File: src/rtl/fbx_pkg.sv
// Shared types for the frame buffer rectangle transfer engine.
// Assumes: nothing beyond the standard language.
package fbx_pkg;

    // Sequencer states: write path takes two pixels per word, read path prefetches a word.
    typedef enum logic [2:0] {
        S_IDLE,
        S_WR_LO,
        S_WR_HI,
        S_RD_LO,
        S_RD_HI,
        S_RD_FIN,
        S_RD_HOLD
    } fbx_state_e;

endpackage

File: src/rtl/fbx_walker.sv
// Rectangle address walker. Decodes the start position and the size with the
// minus-one / mask / plus-one rule and steps one pixel at a time in row-major order.
// Assumes: XW <= 16 so the line field at bit 16 never overlaps the column field;
// load_i takes precedence over step_i; steps with no rows left are ignored.
module fbx_walker #(
    parameter int XW = 10,
    parameter int YW = 9
) (
    input  logic                clk,
    input  logic                rst_n,
    input  logic                load_i,
    input  logic [31:0]         pos_i,
    input  logic [31:0]         size_i,
    input  logic                step_i,
    output logic [XW+YW-1:0]    addr_o,
    output logic                busy_o,
    output logic                done_o
);
    localparam int AW = XW + YW;

    logic [XW-1:0] x0_q, wm1_q, col_q;
    logic [YW-1:0] row_q;
    logic [YW:0]   rem_q;
    logic          done_q;
    logic [XW-1:0] wm1_d;
    logic [YW-1:0] hm1_d;

    // Decode width-1 and height-1 straight from the size fields.
    assign wm1_d = size_i[XW-1:0] - {{(XW-1){1'b0}}, 1'b1};
    assign hm1_d = size_i[16 +: YW] - {{(YW-1){1'b0}}, 1'b1};

    // Pixel address: line base plus start column plus column; carries beyond AW drop.
    assign addr_o = {row_q, {XW{1'b0}}} + {{YW{1'b0}}, x0_q} + {{YW{1'b0}}, col_q};
    assign busy_o = (rem_q != '0);
    assign done_o = done_q;

    // Walker state: load on start, otherwise advance column, then line, per step.
    always_ff @(posedge clk) begin
        if (!rst_n) begin
            x0_q   <= '0;
            wm1_q  <= '0;
            col_q  <= '0;
            row_q  <= '0;
            rem_q  <= '0;
            done_q <= 1'b0;
        end else begin
            done_q <= 1'b0;
            if (load_i) begin
                x0_q  <= pos_i[XW-1:0];
                row_q <= pos_i[16 +: YW];
                wm1_q <= wm1_d;
                col_q <= '0;
                rem_q <= {1'b0, hm1_d} + {{YW{1'b0}}, 1'b1};
            end else if (step_i && busy_o) begin
                if (col_q == wm1_q) begin
                    col_q <= '0;
                    row_q <= row_q + 1'b1;
                    rem_q <= rem_q - 1'b1;
                    if (rem_q == {{YW{1'b0}}, 1'b1})
                        done_q <= 1'b1;
                end else begin
                    col_q <= col_q + 1'b1;
                end
            end
        end
    end

    // the count of rows left only shrinks unless a new rectangle is loaded.
    a_r9_rows_never_grow: assert property (@(posedge clk) disable iff (!rst_n)
        !load_i |=> rem_q <= $past(rem_q));

    // completion is reported only once no rows are left.
    a_r9_done_not_busy: assert property (@(posedge clk) disable iff (!rst_n)
        done_o |-> !busy_o);

endmodule

File: src/rtl/fbx_rd_pack.sv
// Read word assembler: gathers two consecutive RAM pixels into one data word.
// Assumes: capture strobes arrive the cycle the RAM read data is valid.
module fbx_rd_pack #(
    parameter int PW = 16
) (
    input  logic            clk,
    input  logic            rst_n,
    input  logic            cap_lo_i,
    input  logic            cap_hi_i,
    input  logic            clr_hi_i,
    input  logic [PW-1:0]   rdata_i,
    output logic [2*PW-1:0] word_o
);
    // Word register: low half, then high half or zero when no pixel remains.
    always_ff @(posedge clk) begin
        if (!rst_n) begin
            word_o <= '0;
        end else begin
            if (cap_lo_i)
                word_o[PW-1:0] <= rdata_i;
            if (cap_hi_i)
                word_o[2*PW-1:PW] <= rdata_i;
            else if (clr_hi_i)
                word_o[2*PW-1:PW] <= '0;
        end
    end
endmodule

File: src/rtl/fbx_rect_xfer.sv
// Frame buffer rectangle transfer engine top. Sequences RAM accesses for a
// rectangle in either direction, two pixels per 32-bit data word.
// Assumes: single-port RAM with one-cycle read latency; start_i may arrive at any
// time and restarts the engine.
module fbx_rect_xfer #(
    parameter int XW = 10,
    parameter int YW = 9
) (
    input  logic                clk,
    input  logic                rst_n,
    input  logic                start_i,
    input  logic                dir_rd_i,
    input  logic [31:0]         pos_i,
    input  logic [31:0]         size_i,
    input  logic                wr_valid_i,
    input  logic [31:0]         wr_data_i,
    output logic                wr_ready_o,
    input  logic                rd_pop_i,
    output logic                rd_valid_o,
    output logic [31:0]         rd_data_o,
    output logic                busy_o,
    output logic                done_o,
    output logic                img_rdy_o,
    output logic                mem_en_o,
    output logic                mem_we_o,
    output logic [XW+YW-1:0]    mem_addr_o,
    output logic [15:0]         mem_wdata_o,
    input  logic [15:0]         mem_rdata_i
);
    import fbx_pkg::*;

    localparam int PW = 16;

    fbx_state_e    state_q, state_d;
    logic          rd_mode_q;
    logic [PW-1:0] hi_q;
    logic          step, walk_busy;
    logic          cap_lo, cap_hi, clr_hi;

    fbx_walker #(.XW(XW), .YW(YW)) walker_i (
        .clk    (clk),
        .rst_n  (rst_n),
        .load_i (start_i),
        .pos_i  (pos_i),
        .size_i (size_i),
        .step_i (step),
        .addr_o (mem_addr_o),
        .busy_o (walk_busy),
        .done_o (done_o)
    );

    fbx_rd_pack #(.PW(PW)) pack_i (
        .clk      (clk),
        .rst_n    (rst_n),
        .cap_lo_i (cap_lo),
        .cap_hi_i (cap_hi),
        .clr_hi_i (clr_hi),
        .rdata_i  (mem_rdata_i),
        .word_o   (rd_data_o)
    );

    assign busy_o     = walk_busy;
    assign img_rdy_o  = rd_mode_q && walk_busy;
    assign rd_valid_o = (state_q == S_RD_HOLD);
    assign wr_ready_o = (state_q == S_WR_LO) && walk_busy && !start_i;

    // Sequencer: picks the RAM access, walker step and capture strobes for this cycle.
    always_comb begin
        state_d     = state_q;
        step        = 1'b0;
        mem_en_o    = 1'b0;
        mem_we_o    = 1'b0;
        mem_wdata_o = '0;
        cap_lo      = 1'b0;
        cap_hi      = 1'b0;
        clr_hi      = 1'b0;
        if (start_i) begin
            state_d = dir_rd_i ? S_RD_LO : S_WR_LO;
        end else begin
            case (state_q)
                S_WR_LO: begin
                    if (!walk_busy) begin
                        state_d = S_IDLE;
                    end else if (wr_valid_i) begin
                        mem_en_o    = 1'b1;
                        mem_we_o    = 1'b1;
                        mem_wdata_o = wr_data_i[PW-1:0];
                        step        = 1'b1;
                        state_d     = S_WR_HI;
                    end
                end
                S_WR_HI: begin
                    if (walk_busy) begin
                        mem_en_o    = 1'b1;
                        mem_we_o    = 1'b1;
                        mem_wdata_o = hi_q;
                        step        = 1'b1;
                    end
                    state_d = S_WR_LO;
                end
                S_RD_LO: begin
                    if (walk_busy) begin
                        mem_en_o = 1'b1;
                        step     = 1'b1;
                        state_d  = S_RD_HI;
                    end else begin
                        state_d = S_IDLE;
                    end
                end
                S_RD_HI: begin
                    cap_lo = 1'b1;
                    if (walk_busy) begin
                        mem_en_o = 1'b1;
                        step     = 1'b1;
                        state_d  = S_RD_FIN;
                    end else begin
                        clr_hi  = 1'b1;
                        state_d = S_RD_HOLD;
                    end
                end
                S_RD_FIN: begin
                    cap_hi  = 1'b1;
                    state_d = S_RD_HOLD;
                end
                S_RD_HOLD: begin
                    if (rd_pop_i)
                        state_d = walk_busy ? S_RD_LO : S_IDLE;
                end
                default: state_d = S_IDLE;
            endcase
        end
    end

    // State, direction and the held upper pixel of an accepted write word.
    always_ff @(posedge clk) begin
        if (!rst_n) begin
            state_q   <= S_IDLE;
            rd_mode_q <= 1'b0;
            hi_q      <= '0;
        end else begin
            state_q <= state_d;
            if (start_i)
                rd_mode_q <= dir_rd_i;
            if (state_q == S_WR_LO && wr_valid_i && walk_busy && !start_i)
                hi_q <= wr_data_i[2*PW-1:PW];
        end
    end

    // the completion pulse lasts one cycle.
    a_r9_done_one_cycle: assert property (@(posedge clk) disable iff (!rst_n)
        done_o |=> !done_o);

    // a presented read word stays put until it is popped or a restart arrives.
    a_r8_hold_stable: assert property (@(posedge clk) disable iff (!rst_n)
        rd_valid_o && !rd_pop_i && !start_i |=> rd_valid_o && $stable(rd_data_o));

    // RAM is touched only while the rectangle still has pixels to move.
    a_r3_access_in_rect: assert property (@(posedge clk) disable iff (!rst_n)
        mem_en_o |-> walk_busy);

    // no RAM write is issued while a read transfer is in progress.
    a_r10_no_write_on_read: assert property (@(posedge clk) disable iff (!rst_n)
        img_rdy_o |-> !mem_we_o);

endmodule

File: config.mk
export PLATFORM = sky130hd
export DESIGN_NAME = fbx_rect_xfer
export DESIGN_NICKNAME = d
export VERILOG_FILES = /design/src/rtl/fbx_pkg.sv /design/src/rtl/fbx_walker.sv /design/src/rtl/fbx_rd_pack.sv /design/src/rtl/fbx_rect_xfer.sv
export SDC_FILE = /design/constraint.sdc
export NUM_CORES = 1
export LEC_CHECK = 0
export ABC_AREA = 1
export BUFFER_PORTS_ARGS = -buffer_cell sky130_fd_sc_hd__buf_2
export CAP_MARGIN = 25
export CELL_PAD_IN_SITES_DETAIL_PLACEMENT = 1
export CELL_PAD_IN_SITES_GLOBAL_PLACEMENT = 2
export CORE_ASPECT_RATIO = 0.9
export CORE_UTILIZATION = 27
export CTS_CLUSTER_DIAMETER = 40
export DETAILED_ROUTE_END_ITERATION = 10
export HOLD_SLACK_MARGIN = 0.1
export PLACE_DENSITY_LB_ADDON = 0.1
export SLEW_MARGIN = 20
export SYNTH_ARGS = -nofsm -noshare
export SYNTH_HDL_FRONTEND = slang
export SYNTH_SLANG_ARGS = --single-unit
export TNS_END_PERCENT = 10
File: constraint.sdc
create_clock -name clk -period 2.3 [get_ports clk]
set_input_delay 0 -clock clk [delete_from_list [all_inputs] [get_ports clk]]
set_output_delay 0 -clock clk [all_outputs]
set_load 0.005 [all_outputs]
==> results.cfg, run 1 <==
[outcome]
status = complete, no violations

[clock_network]
insertion_delay_ps = 360
clock_sink_count = 102
clockRootBuffer = sky130_fd_sc_hd__clkbuf_16
cts-buffers-inserted = 9
tritoncts = yes
clock_tree.htree_level_count = 3
clock_pin_slew_reported_for_the_worst_setup_and_hold_paths_after_clock_tree_synthesis_ps = 70
max-clock-path-buffers = 2

[sta]
final_critical_path_setup_slack_ps = 110
tightest_slew_ps = 696
hold_ws_ps = 137
skew_ps = 10.8
setup_viol = 0
layout_worst_path_cycle_share_pct = 95.2
timing.final.max_slew_violations = 0
rsz0062_at_grt = true
min_period_ps = 2190
fmax_ghz = 0.457
timing_hold_violations_final = 0
slew_headroom_pct = 53.6

[pwr]
worst_voltage_drop_across_the_vdd_grid_uv = 282
switching_power_total_mw = 1.29
total_power_mw = 4.28
sw_frac_of_total_pct = 30.1
seq_power_share_pct = 44.3
total_leakage_power_nw = 3.91
power_per_cell_area_mw_per_mm2 = 509
clock_group_share_of_total_power_pct = 34.9
power_report.internal_total_mw = 2.99
power.combinational.fraction_pct = 20.9

[critical_path]
start_kind = register
criticalPathCategory = reg -> out
worstReg2RegStart = walker_i.col_q[5]
worstPathArrival_ps = 2190
worst-path-max-fanout = 3
worstPathRequired_ps = 2300
critical_path.reg2reg.endpoint = walker_i.rem_q[4]
worst_r2r_path_depth = 10
ff2ff_setup_slack_ps = 290
timing.critical_path.buf_inv = 4
crit_path_end = mem_addr_o[14]
critical_path.max_stage_delay_ps = 360
crit_path_top_delay_cell = sky130_fd_sc_hd__fa_2
timing.critical_path.cells = ha_4 > inv_2 > fa_2 > inv_2 > nand3_2 > nand2_4 > a21oi_4 > o21ai_2 > nand3_2 > buf_6 > nand3_1 > nand2_1 > buf_2
crit_start = walker_i.x0_q[0]
critPathTopFamily = adder cells
cp_endpoint_kind = output pin
critical_path_depth = 13

[floorplanning]
rows = 51
design.portCount = 192
start_util_pct = 27.8
chipWidth_um = 160
die_height_um = 144
core-area_mm2 = 0.0218
die-area_mm2 = 0.0230

[detailed_routing]
detail_route.drc_violations = 0
vias = 6770
postRouteAntennaNets = 0
first_iter_violations = 189
avg_wl_per_cell_um = 14.5
vias_per_cell = 4.61
drt_first_pass_iters = 4
route.final.wire_length_um = 21300

[synth]
synthTopCellsByCount = 250 x sky130_fd_sc_hd__nand2_1, 102 x sky130_fd_sc_hd__dfxtp_1, 96 x sky130_fd_sc_hd__nand3_1, 94 x sky130_fd_sc_hd__a21oi_1, 94 x sky130_fd_sc_hd__nor2_1
synth_top_area_share_pct = 33.7
yosysTopAreaCell = sky130_fd_sc_hd__dfxtp_1
syn-mean-instance-area_um2 = 6.46
ys_seq_elements = 102
number_of_synthesized_flops_with_an_enable_pin = 0
synth.top_cells.by_area = sky130_fd_sc_hd__dfxtp_1 34%, sky130_fd_sc_hd__nand2_1 15%, sky130_fd_sc_hd__nand3_1 7.9%
synth-seq-area-share_pct = 33.7
most_frequent_cell_after_synthesis = sky130_fd_sc_hd__nand2_1
synth-async-reset-ratio_pct = 0
synthCells = 938
netlist-cell-type-count = 40
syn-num-nets = 1074
synth_ff_type = sky130_fd_sc_hd__dfxtp_1
ys_warn_count = 0
synthesis.area_mm2 = 0.00606

[cells_and_area]
share_of_the_core_filled_with_cells_in_the_final_layout_pct = 38.5
n_fill_cell = 2872
stdcell_area_mm2 = 0.00840
finalNetCount = 1310
syn_to_final_growth_pct = 38.7
num_antenna_cells = 0
layout-drive-gt1-share_pct = 22.9

[grt]
globalRouteTotalUtil_pct = 18.5
first_global_vias = 6664
grt_pass1_wl_um = 34300
grt_remaining_overflow = 0
pin_count_of_the_biggest_net_entering_global_routing = 66
antenna_violations_before_repair = 0

[place]
dpl_cell_area_mm2 = 0.00727
post-place-ws_ps = 143
placer_congestion = 0.790
port_buffers = 165
place.detailed.hpwl_um = 15300

[worst_hold_path]
holdCritPathClass = in -> reg

[flow_run]
cap_violations = 0
-- state kept, by name, summed over array words and instances, names as in the netlist --
signal / flops
walker_i.done_o: 1
rd_mode_q: 1
walker_i.rem_q: 10
walker_i.col_q: 10
hi_q: 16
state_q: 3
walker_i.x0_q: 10
pack_i.word_o: 32
walker_i.wm1_q: 10
walker_i.row_q: 9
-- area by class of cell --
type | instances | area [um^2] | area share [%]
Timing Repair Buffer | 263 | 1780 | 21.2
Multi-Input combinational cell | 705 | 3580 | 42.6
Inverter | 93 | 349 | 4.15
Sequential cell | 102 | 2050 | 24.4
Tap cell | 291 | 364 | 4.33
Clock buffer | 12 | 246 | 2.93
Clock inverter | 4 | 31.3 | 0.372
-- cells in the final DEF, fill, tap and decap left out, drive strengths merged --
master and instances:
buf 192, clkbuf 13, nand3 97, a21boi 1, or2 2, nor2 100
ha 17, dfxtp 102, and2 1, a31oi 4, o22ai 2, xnor2 4
o21ai 52, nand2 263, dlygate4sd3 70, nor3b 3, nand3b 2, inv 94
nor3 12, xor2 22, clkinv 3, a22oi 1, o21bai 2, nand4 12
o211ai 4, a21oi 99, fa 1, mux2i 1, nor4 1, a21o 2
-- stage by stage --
step,TNS [ps],std cells
after floorplan,0,938
after global routing,-146,1470
after detailed placement,0,1379
after CTS,-24.4,1465
after global placement,0,1379
final,0,1470
-- repair_timing --
item | in CTS | in global routing
buffers inserted | 0 | 4
gates resized for setup | 9 | 24
hold buffers | 70 | 0
gates cloned | 0 | 1
endpoints found under the hold margin | 86 | 0
endpoints found under the setup margin | 10 | 25
pin swaps | 2 | 8
-- tightest hold or removal path: stages --
cell                      delay (ps)
sky130_fd_sc_hd__buf_2            90
sky130_fd_sc_hd__inv_1            50
sky130_fd_sc_hd__nand2_1          80
sky130_fd_sc_hd__nand3_1          90
sky130_fd_sc_hd__nand3_1          90
sky130_fd_sc_hd__a21oi_1          60
-- cells by family (layout without fill, tap and decap cells) --
family	after synthesis	after routing	share of synthesized area [%]
AO/OA/AOI/OAI	167	167	14.8
XOR/XNOR	26	26	3.76
adder cells (fa/ha/maj)	18	18	3.84
buffers and inverters	131	372	8.72
flip-flops	102	102	33.7
multiplexers	1	1	0.165
AND/OR/NAND/NOR	493	493	35.0
-- worst min path at each step --
| stage | depth (start not counted) | endpoint | start |
|---|---|---|---|
| floorplan | 1 | walker_i.wm1_q[0] | size_i[0] |
| global placement | 3 | walker_i.x0_q[7] | pos_i[7] |
| detailed placement | 3 | walker_i.x0_q[4] | pos_i[4] |
| CTS | 6 | walker_i.rem_q[8] | size_i[24] |
| global route | 6 | walker_i.rem_q[7] | size_i[23] |
| finish | 6 | walker_i.rem_q[7] | size_i[23] |
-- power groups by stage --
stage | sequential [mW] | combinational, mW | clock, mW
after floorplan | 1.92 | 0.483 | 0
after global placement | 1.93 | 0.786 | 0
after detailed placement | 1.93 | 0.790 | 0
after CTS | 1.89 | 0.888 | 1.57
after global routing | 1.90 | 1.01 | 1.62
final | 1.89 | 0.892 | 1.49
-- per-layer routing --
metal  global-route usage, %  wire [um]
met5                       0          0
met4                    4.51        179
met1                    25.5      11000
met2                    30.5       9560
met3                    2.49        499
No activity file was read; power rests on OpenSTA's default activity.
==> run 2, diff against run 1 <==
SYNTH_HIERARCHICAL = 1   (was unset)
==> run 2 against run 1 <==
Cell area grew 2.8%. Core utilization shrank 0.23 points. Clock power grew 5%. Fmax is essentially flat. Register-to-register slack lost 130 ps. Critical path depth shrank 1.
==> results.cfg, run 2 <==
[detailed_routing]
first_iter_violations = 205
vias = 6844
postRouteAntennaNets = 0
drt_first_pass_iters = 4
avg_wl_per_cell_um = 14.0
detail_route.drc_violations = 0
vias_per_cell = 4.52
route.final.wire_length_um = 21200

[synth]
synth-seq-area-share_pct = 32.8
number_of_synthesized_flops_with_an_enable_pin = 0
ys_warn_count = 6
ys_seq_elements = 102
most_frequent_cell_after_synthesis = sky130_fd_sc_hd__nand2_1
syn-num-nets = 1103
synth_ff_type = sky130_fd_sc_hd__dfxtp_1
syn-mean-instance-area_um2 = 6.44
yosysTopAreaCell = sky130_fd_sc_hd__dfxtp_1
synth_top_area_share_pct = 32.8
synthesis.area_mm2 = 0.00622
netlist-cell-type-count = 47
synth.top_cells.by_area = sky130_fd_sc_hd__dfxtp_1 33%, sky130_fd_sc_hd__nand2_1 16%, sky130_fd_sc_hd__nor2_1 9.2%
synthTopCellsByCount = 267 x sky130_fd_sc_hd__nand2_1, 153 x sky130_fd_sc_hd__nor2_1, 102 x sky130_fd_sc_hd__dfxtp_1, 96 x sky130_fd_sc_hd__inv_1, 65 x sky130_fd_sc_hd__o21ai_0
synthCells = 966
synth-async-reset-ratio_pct = 0

[critical_path]
cp_endpoint_kind = output pin
worstPathRequired_ps = 2300
worst_r2r_path_depth = 14
crit_start = walker_i/rem_q[0]
ff2ff_setup_slack_ps = 160
start_kind = register
criticalPathCategory = reg -> out
worstReg2RegStart = walker_i/rem_q[0]
crit_path_end = mem_wdata_o[7]
critical_path.reg2reg.endpoint = walker_i/rem_q[7]
worst-path-max-fanout = 4
worstPathArrival_ps = 2190

[sta]
skew_ps = 9.17
timing_hold_violations_final = 0
hold_ws_ps = 95.4
tightest_slew_ps = 709
fmax_ghz = 0.457
slew_headroom_pct = 52.7
rsz0062_at_grt = true
min_period_ps = 2190
layout_worst_path_cycle_share_pct = 95.2
timing.final.max_slew_violations = 0
setup_viol = 0

[clock_network]
clock_tree.htree_level_count = 3
clock_pin_slew_reported_for_the_worst_setup_and_hold_paths_after_clock_tree_synthesis_ps = 80
insertion_delay_ps = 360
clock_sink_count = 102
clockRootBuffer = sky130_fd_sc_hd__clkbuf_16
max-clock-path-buffers = 2
tritoncts = yes
cts-buffers-inserted = 9

[flow_run]
cap_violations = 0

[floorplanning]
start_util_pct = 27.6
chipWidth_um = 162
die_height_um = 146
die-area_mm2 = 0.0237
rows = 52
core-area_mm2 = 0.0226
design.portCount = 192

[cells_and_area]
finalNetCount = 1350
top_register = pack_i/word_o
reg_top3 = pack_i/word_o (32), hi_q (16)
layout-drive-gt1-share_pct = 22.5
syn_to_final_growth_pct = 38.9
num_antenna_cells = 0
layout_commonest_cell = sky130_fd_sc_hd__nand2_1
largest_register_ffs = 32
most_frequent_cells_in_the_layout = 264 x sky130_fd_sc_hd__nand2_1, 165 x sky130_fd_sc_hd__buf_2, 152 x sky130_fd_sc_hd__nor2_1
stdcell_area_mm2 = 0.00864

[grt]
grt_remaining_overflow = 0
pin_count_of_the_biggest_net_entering_global_routing = 75
globalRouteTotalUtil_pct = 18.0
grt_pass1_wl_um = 34200
first_global_vias = 6798
antenna_violations_before_repair = 0

[place]
dpl_cell_area_mm2 = 0.00742
place.detailed.hpwl_um = 15300
port_buffers = 165
placer_congestion = 0.803

[pwr]
worst_voltage_drop_across_the_vdd_grid_uv = 287
total_leakage_power_nw = 4.21
power_per_cell_area_mw_per_mm2 = 504
total_power_mw = 4.36

[worst_hold_path]
holdCritPathClass = in -> reg

[outcome]
status = complete, no violations
==> run 2: cell count changes in the layout (fill, tap and decap cells not counted), moves of 7 or more <==
cell | previous run | this run
sky130_fd_sc_hd__nand3_1 | 94 | 48
sky130_fd_sc_hd__a21oi_1 | 91 | 59
sky130_fd_sc_hd__nor2_1 | 94 | 152
sky130_fd_sc_hd__nand2_1 | 247 | 264
sky130_fd_sc_hd__inv_1 | 83 | 92
sky130_fd_sc_hd__o21ai_0 | 45 | 63
sky130_fd_sc_hd__xnor2_1 | 4 | 11
==> run 2: critical path, cell delays in order (launching register included) <==
cell and delay (ps):
sky130_fd_sc_hd__dfxtp_2 330, sky130_fd_sc_hd__inv_2 40, sky130_fd_sc_hd__ha_2 170, sky130_fd_sc_hd__inv_2 70
sky130_fd_sc_hd__nor2_4 60, sky130_fd_sc_hd__nand2_4 90, sky130_fd_sc_hd__buf_6 110, sky130_fd_sc_hd__inv_2 60
sky130_fd_sc_hd__nor3_4 350, sky130_fd_sc_hd__clkbuf_16 210, sky130_fd_sc_hd__nand2_1 60, sky130_fd_sc_hd__a21oi_1 140
sky130_fd_sc_hd__buf_2 130
==> run 2: stage by stage <==
stage | worst slack (ps) | utilization (%) | cells | setup TNS [ps]
global route | -34.1 | 38.3 | 1515 | -40.2
global placement | 133 | 32.9 | 1419 | 0
CTS | 4.60 | 37.5 | 1507 | 0
floorplan | 21.8 | - | 966 | 0
detailed placement | 83.0 | 32.9 | 1419 | 0
finish | 111 | 38.3 | 1515 | 0
==> run 2: power by group <==
group	internal [mW]	switching, mW
Clock	0.774	0.794
Sequential	1.84	0.0595
Combinational	0.401	0.493
==> run 2: how the worst min path moves through the flow <==
stage / startpoint / end / slack, ps / depth (start not counted)
2_1_floorplan: size_i[0] / walker_i/wm1_q[0] / 90 / 1
3_3_place_gp: wr_data_i[28] / hi_q[12] / 230 / 3
3_5_place_dp: wr_data_i[30] / hi_q[14] / 230 / 3
4_1_cts: start_i / state_q[1] / 100 / 4
5_1_grt: start_i / state_q[1] / 120 / 4
6_report: start_i / state_q[1] / 100 / 4
==> run 2: repair_timing <==
item	4_1_cts	5_1_grt
hold buffers	71	0
cloned	0	2
endpoints found under the hold margin	81	0
endpoints found under the setup margin	8	35
pin swaps	2	12
resized for setup	6	27
buffers inserted	1	6
==> run 2: kinds of logic after synthesis <==
group / synth area share, %
simple gates: 36.5
compound gates: 12.7
buf+inv: 9.39
flops: 32.8
xor+xnor: 4.65
fa+ha+maj: 3.94
==> run 2: layer usage <==
metal,vias to the layer above,wire (um),global-route usage [%]
met2,111,9520,29.6
met4,0,144,3.30
li1,3565,-,-
met3,10,784,3.82
met1,3158,10700,24.3
met5,-,0,0
==> run 2: area by class of cell <==
| class | count | area [um^2] |
|---|---|---|
| well taps | 297 | 372 |
| multi-input cells | 728 | 3680 |
| fillers | 2985 | 13900 |
| clock buffers | 9 | 225 |
| clock inverters | 7 | 73.8 |
| inverters | 102 | 383 |
| repair buffers | 270 | 1860 |
| flip-flops and latches | 102 | 2050 |
==> run 3, diff against run 2 <==
MAX_ROUTING_LAYER = met4   (was unset)
SYNTH_HIERARCHICAL = unset   (was 1)
==> run 3 against run 2 <==
Via count down 0.73%. Non-clock buffer count down 7. Cell count down 3.0%. Critical path depth up 1. Power down 1.9%. Worst setup slack worse by 9.3 ps. Hold slack better by 38 ps. Critical path type unchanged. Largest cell class unchanged. Largest power group unchanged.
==> results.cfg, run 3 (synthesis gave the netlist of run 1 again) <==
[cells_and_area]
num_antenna_cells = 0
reg_top3 = pack_i.word_o (32), hi_q (16)
layout-drive-gt1-share_pct = 22.9
largest_register_ffs = 32
top_register = pack_i.word_o
n_fill_cell = 2872
most_frequent_cells_in_the_layout = 247 x sky130_fd_sc_hd__nand2_1, 165 x sky130_fd_sc_hd__buf_2, 96 x sky130_fd_sc_hd__dfxtp_1
syn_to_final_growth_pct = 38.7
layout_commonest_cell = sky130_fd_sc_hd__nand2_1
share_of_the_core_filled_with_cells_in_the_final_layout_pct = 38.5
finalNetCount = 1310

[sta]
fmax_ghz = 0.455
rsz0062_at_grt = true
timing_hold_violations_final = 0
timing.final.max_slew_violations = 0
setup_viol = 0
min_period_ps = 2200
tightest_slew_ps = 699
skew_ps = 11.9
layout_worst_path_cycle_share_pct = 95.6
slew_headroom_pct = 53.4
hold_ws_ps = 134

[place]
place.detailed.hpwl_um = 15300
port_buffers = 165
placer_congestion = 0.801

[detailed_routing]
route.final.wire_length_um = 21300
detail_route.drc_violations = 0
first_iter_violations = 189
postRouteAntennaNets = 0
avg_wl_per_cell_um = 14.5
vias_per_cell = 4.62
drt_first_pass_iters = 4
vias = 6794

[grt]
antenna_violations_before_repair = 0
grt_pass1_wl_um = 34300
first_global_vias = 6667
grt_remaining_overflow = 0
pin_count_of_the_biggest_net_entering_global_routing = 66
globalRouteTotalUtil_pct = 19.0

[worst_hold_path]
holdCritStartpoint = size_i[23]
holdCritPathClass = in -> reg

[clock_network]
max-clock-path-buffers = 2
insertion_delay_ps = 360
clock_tree.htree_level_count = 3
tritoncts = yes
cts-buffers-inserted = 9
clock_sink_count = 102
clock_pin_slew_reported_for_the_worst_setup_and_hold_paths_after_clock_tree_synthesis_ps = 70
clockRootBuffer = sky130_fd_sc_hd__clkbuf_16

[pwr]
power_per_cell_area_mw_per_mm2 = 509
total_leakage_power_nw = 3.91
worst_voltage_drop_across_the_vdd_grid_uv = 284

[critical_path]
start_kind = register
worstPathArrival_ps = 2200
crit_start = walker_i.x0_q[0]
worstReg2RegStart = walker_i.col_q[5]
crit_path_end = mem_addr_o[14]
ff2ff_setup_slack_ps = 290
worst-path-max-fanout = 3
cp_endpoint_kind = output pin
criticalPathCategory = reg -> out
worst_r2r_path_depth = 10
critical_path.reg2reg.endpoint = walker_i.rem_q[4]
worstPathRequired_ps = 2300

[floorplanning]
start_util_pct = 27.8
core-area_mm2 = 0.0218
chipWidth_um = 160
design.portCount = 192
die-area_mm2 = 0.0230
die_height_um = 144
rows = 51

[flow_run]
cap_violations = 0

[outcome]
status = complete, no violations
==> run 3: where the power goes <==
part / switching [mW] / leakage, nW / internal, mW / total, mW
clock network: 0.721 / 0.137 / 0.773 / 1.49
logic: 0.512 / 2.93 / 0.380 / 0.892
registers: 0.0566 / 0.835 / 1.84 / 1.89
==> run 3: metrics by stage <==
stage / worst slack (ps) / instances / setup TNS [ps] / area (um^2) / total power, mW
finish: 101 / 1470 / 0 / 8400 / 4.28
CTS: -12.5 / 1465 / -24.4 / 8260 / 4.35
global route: -37.9 / 1470 / -146 / 8400 / 4.54
global placement: 131 / 1379 / 0 / 7270 / 2.72
detailed placement: 143 / 1379 / 0 / 7270 / 2.72
floorplan: 275 / 938 / 0 / 6060 / 2.40
==> run 3: layout make-up <==
| class | count | area, um^2 | share of cell area (%) |
|---|---|---|---|
| Tap cell | 291 | 364 | 4.33 |
| Inverter | 93 | 349 | 4.15 |
| Clock inverter | 4 | 31.3 | 0.372 |
| Clock buffer | 12 | 246 | 2.93 |
| Timing Repair Buffer | 263 | 1780 | 21.2 |
| Sequential cell | 102 | 2050 | 24.4 |
| Multi-Input combinational cell | 705 | 3580 | 42.6 |
==> run 3: what timing repair did <==
item / 4_1_cts / 5_1_grt
hold endpoints to repair: 86 / 0
resized for setup: 9 / 24
setup buffers: 0 / 4
hold buffers: 70 / 0
endpoints found under the setup margin: 10 / 25
pin swaps: 2 / 8
gates cloned: 0 / 1
==> run 3: how the worst min path moves through the flow <==
stage	endpoint	slack, ps	cells past startpoint
5_1_grt	walker_i.rem_q[7]	180	6
6_report	walker_i.rem_q[7]	130	6
4_1_cts	walker_i.rem_q[8]	120	6
2_1_floorplan	walker_i.wm1_q[0]	90	1
3_3_place_gp	walker_i.x0_q[7]	230	3
3_5_place_dp	walker_i.x0_q[4]	230	3
==> run 3: per-layer routing <==
metal  GRT usage, %  part of all wire [%]
met5              -                     0
met4           4.51                  0.84
met3           2.44                   2.3
met2           30.5                    45
met1           25.5                    52
==> run 3: worst max-delay path, cell delays in order, from the launching register on <==
cell,delay (ps)
sky130_fd_sc_hd__dfxtp_2,350
sky130_fd_sc_hd__ha_4,140
sky130_fd_sc_hd__inv_2,30
sky130_fd_sc_hd__fa_2,360
sky130_fd_sc_hd__inv_2,60
sky130_fd_sc_hd__nand3_2,70
sky130_fd_sc_hd__nand2_4,100
sky130_fd_sc_hd__a21oi_4,60
sky130_fd_sc_hd__o21ai_2,150
sky130_fd_sc_hd__nand3_2,130
sky130_fd_sc_hd__buf_6,150
sky130_fd_sc_hd__nand3_1,60
sky130_fd_sc_hd__nand2_1,60
sky130_fd_sc_hd__buf_2,120
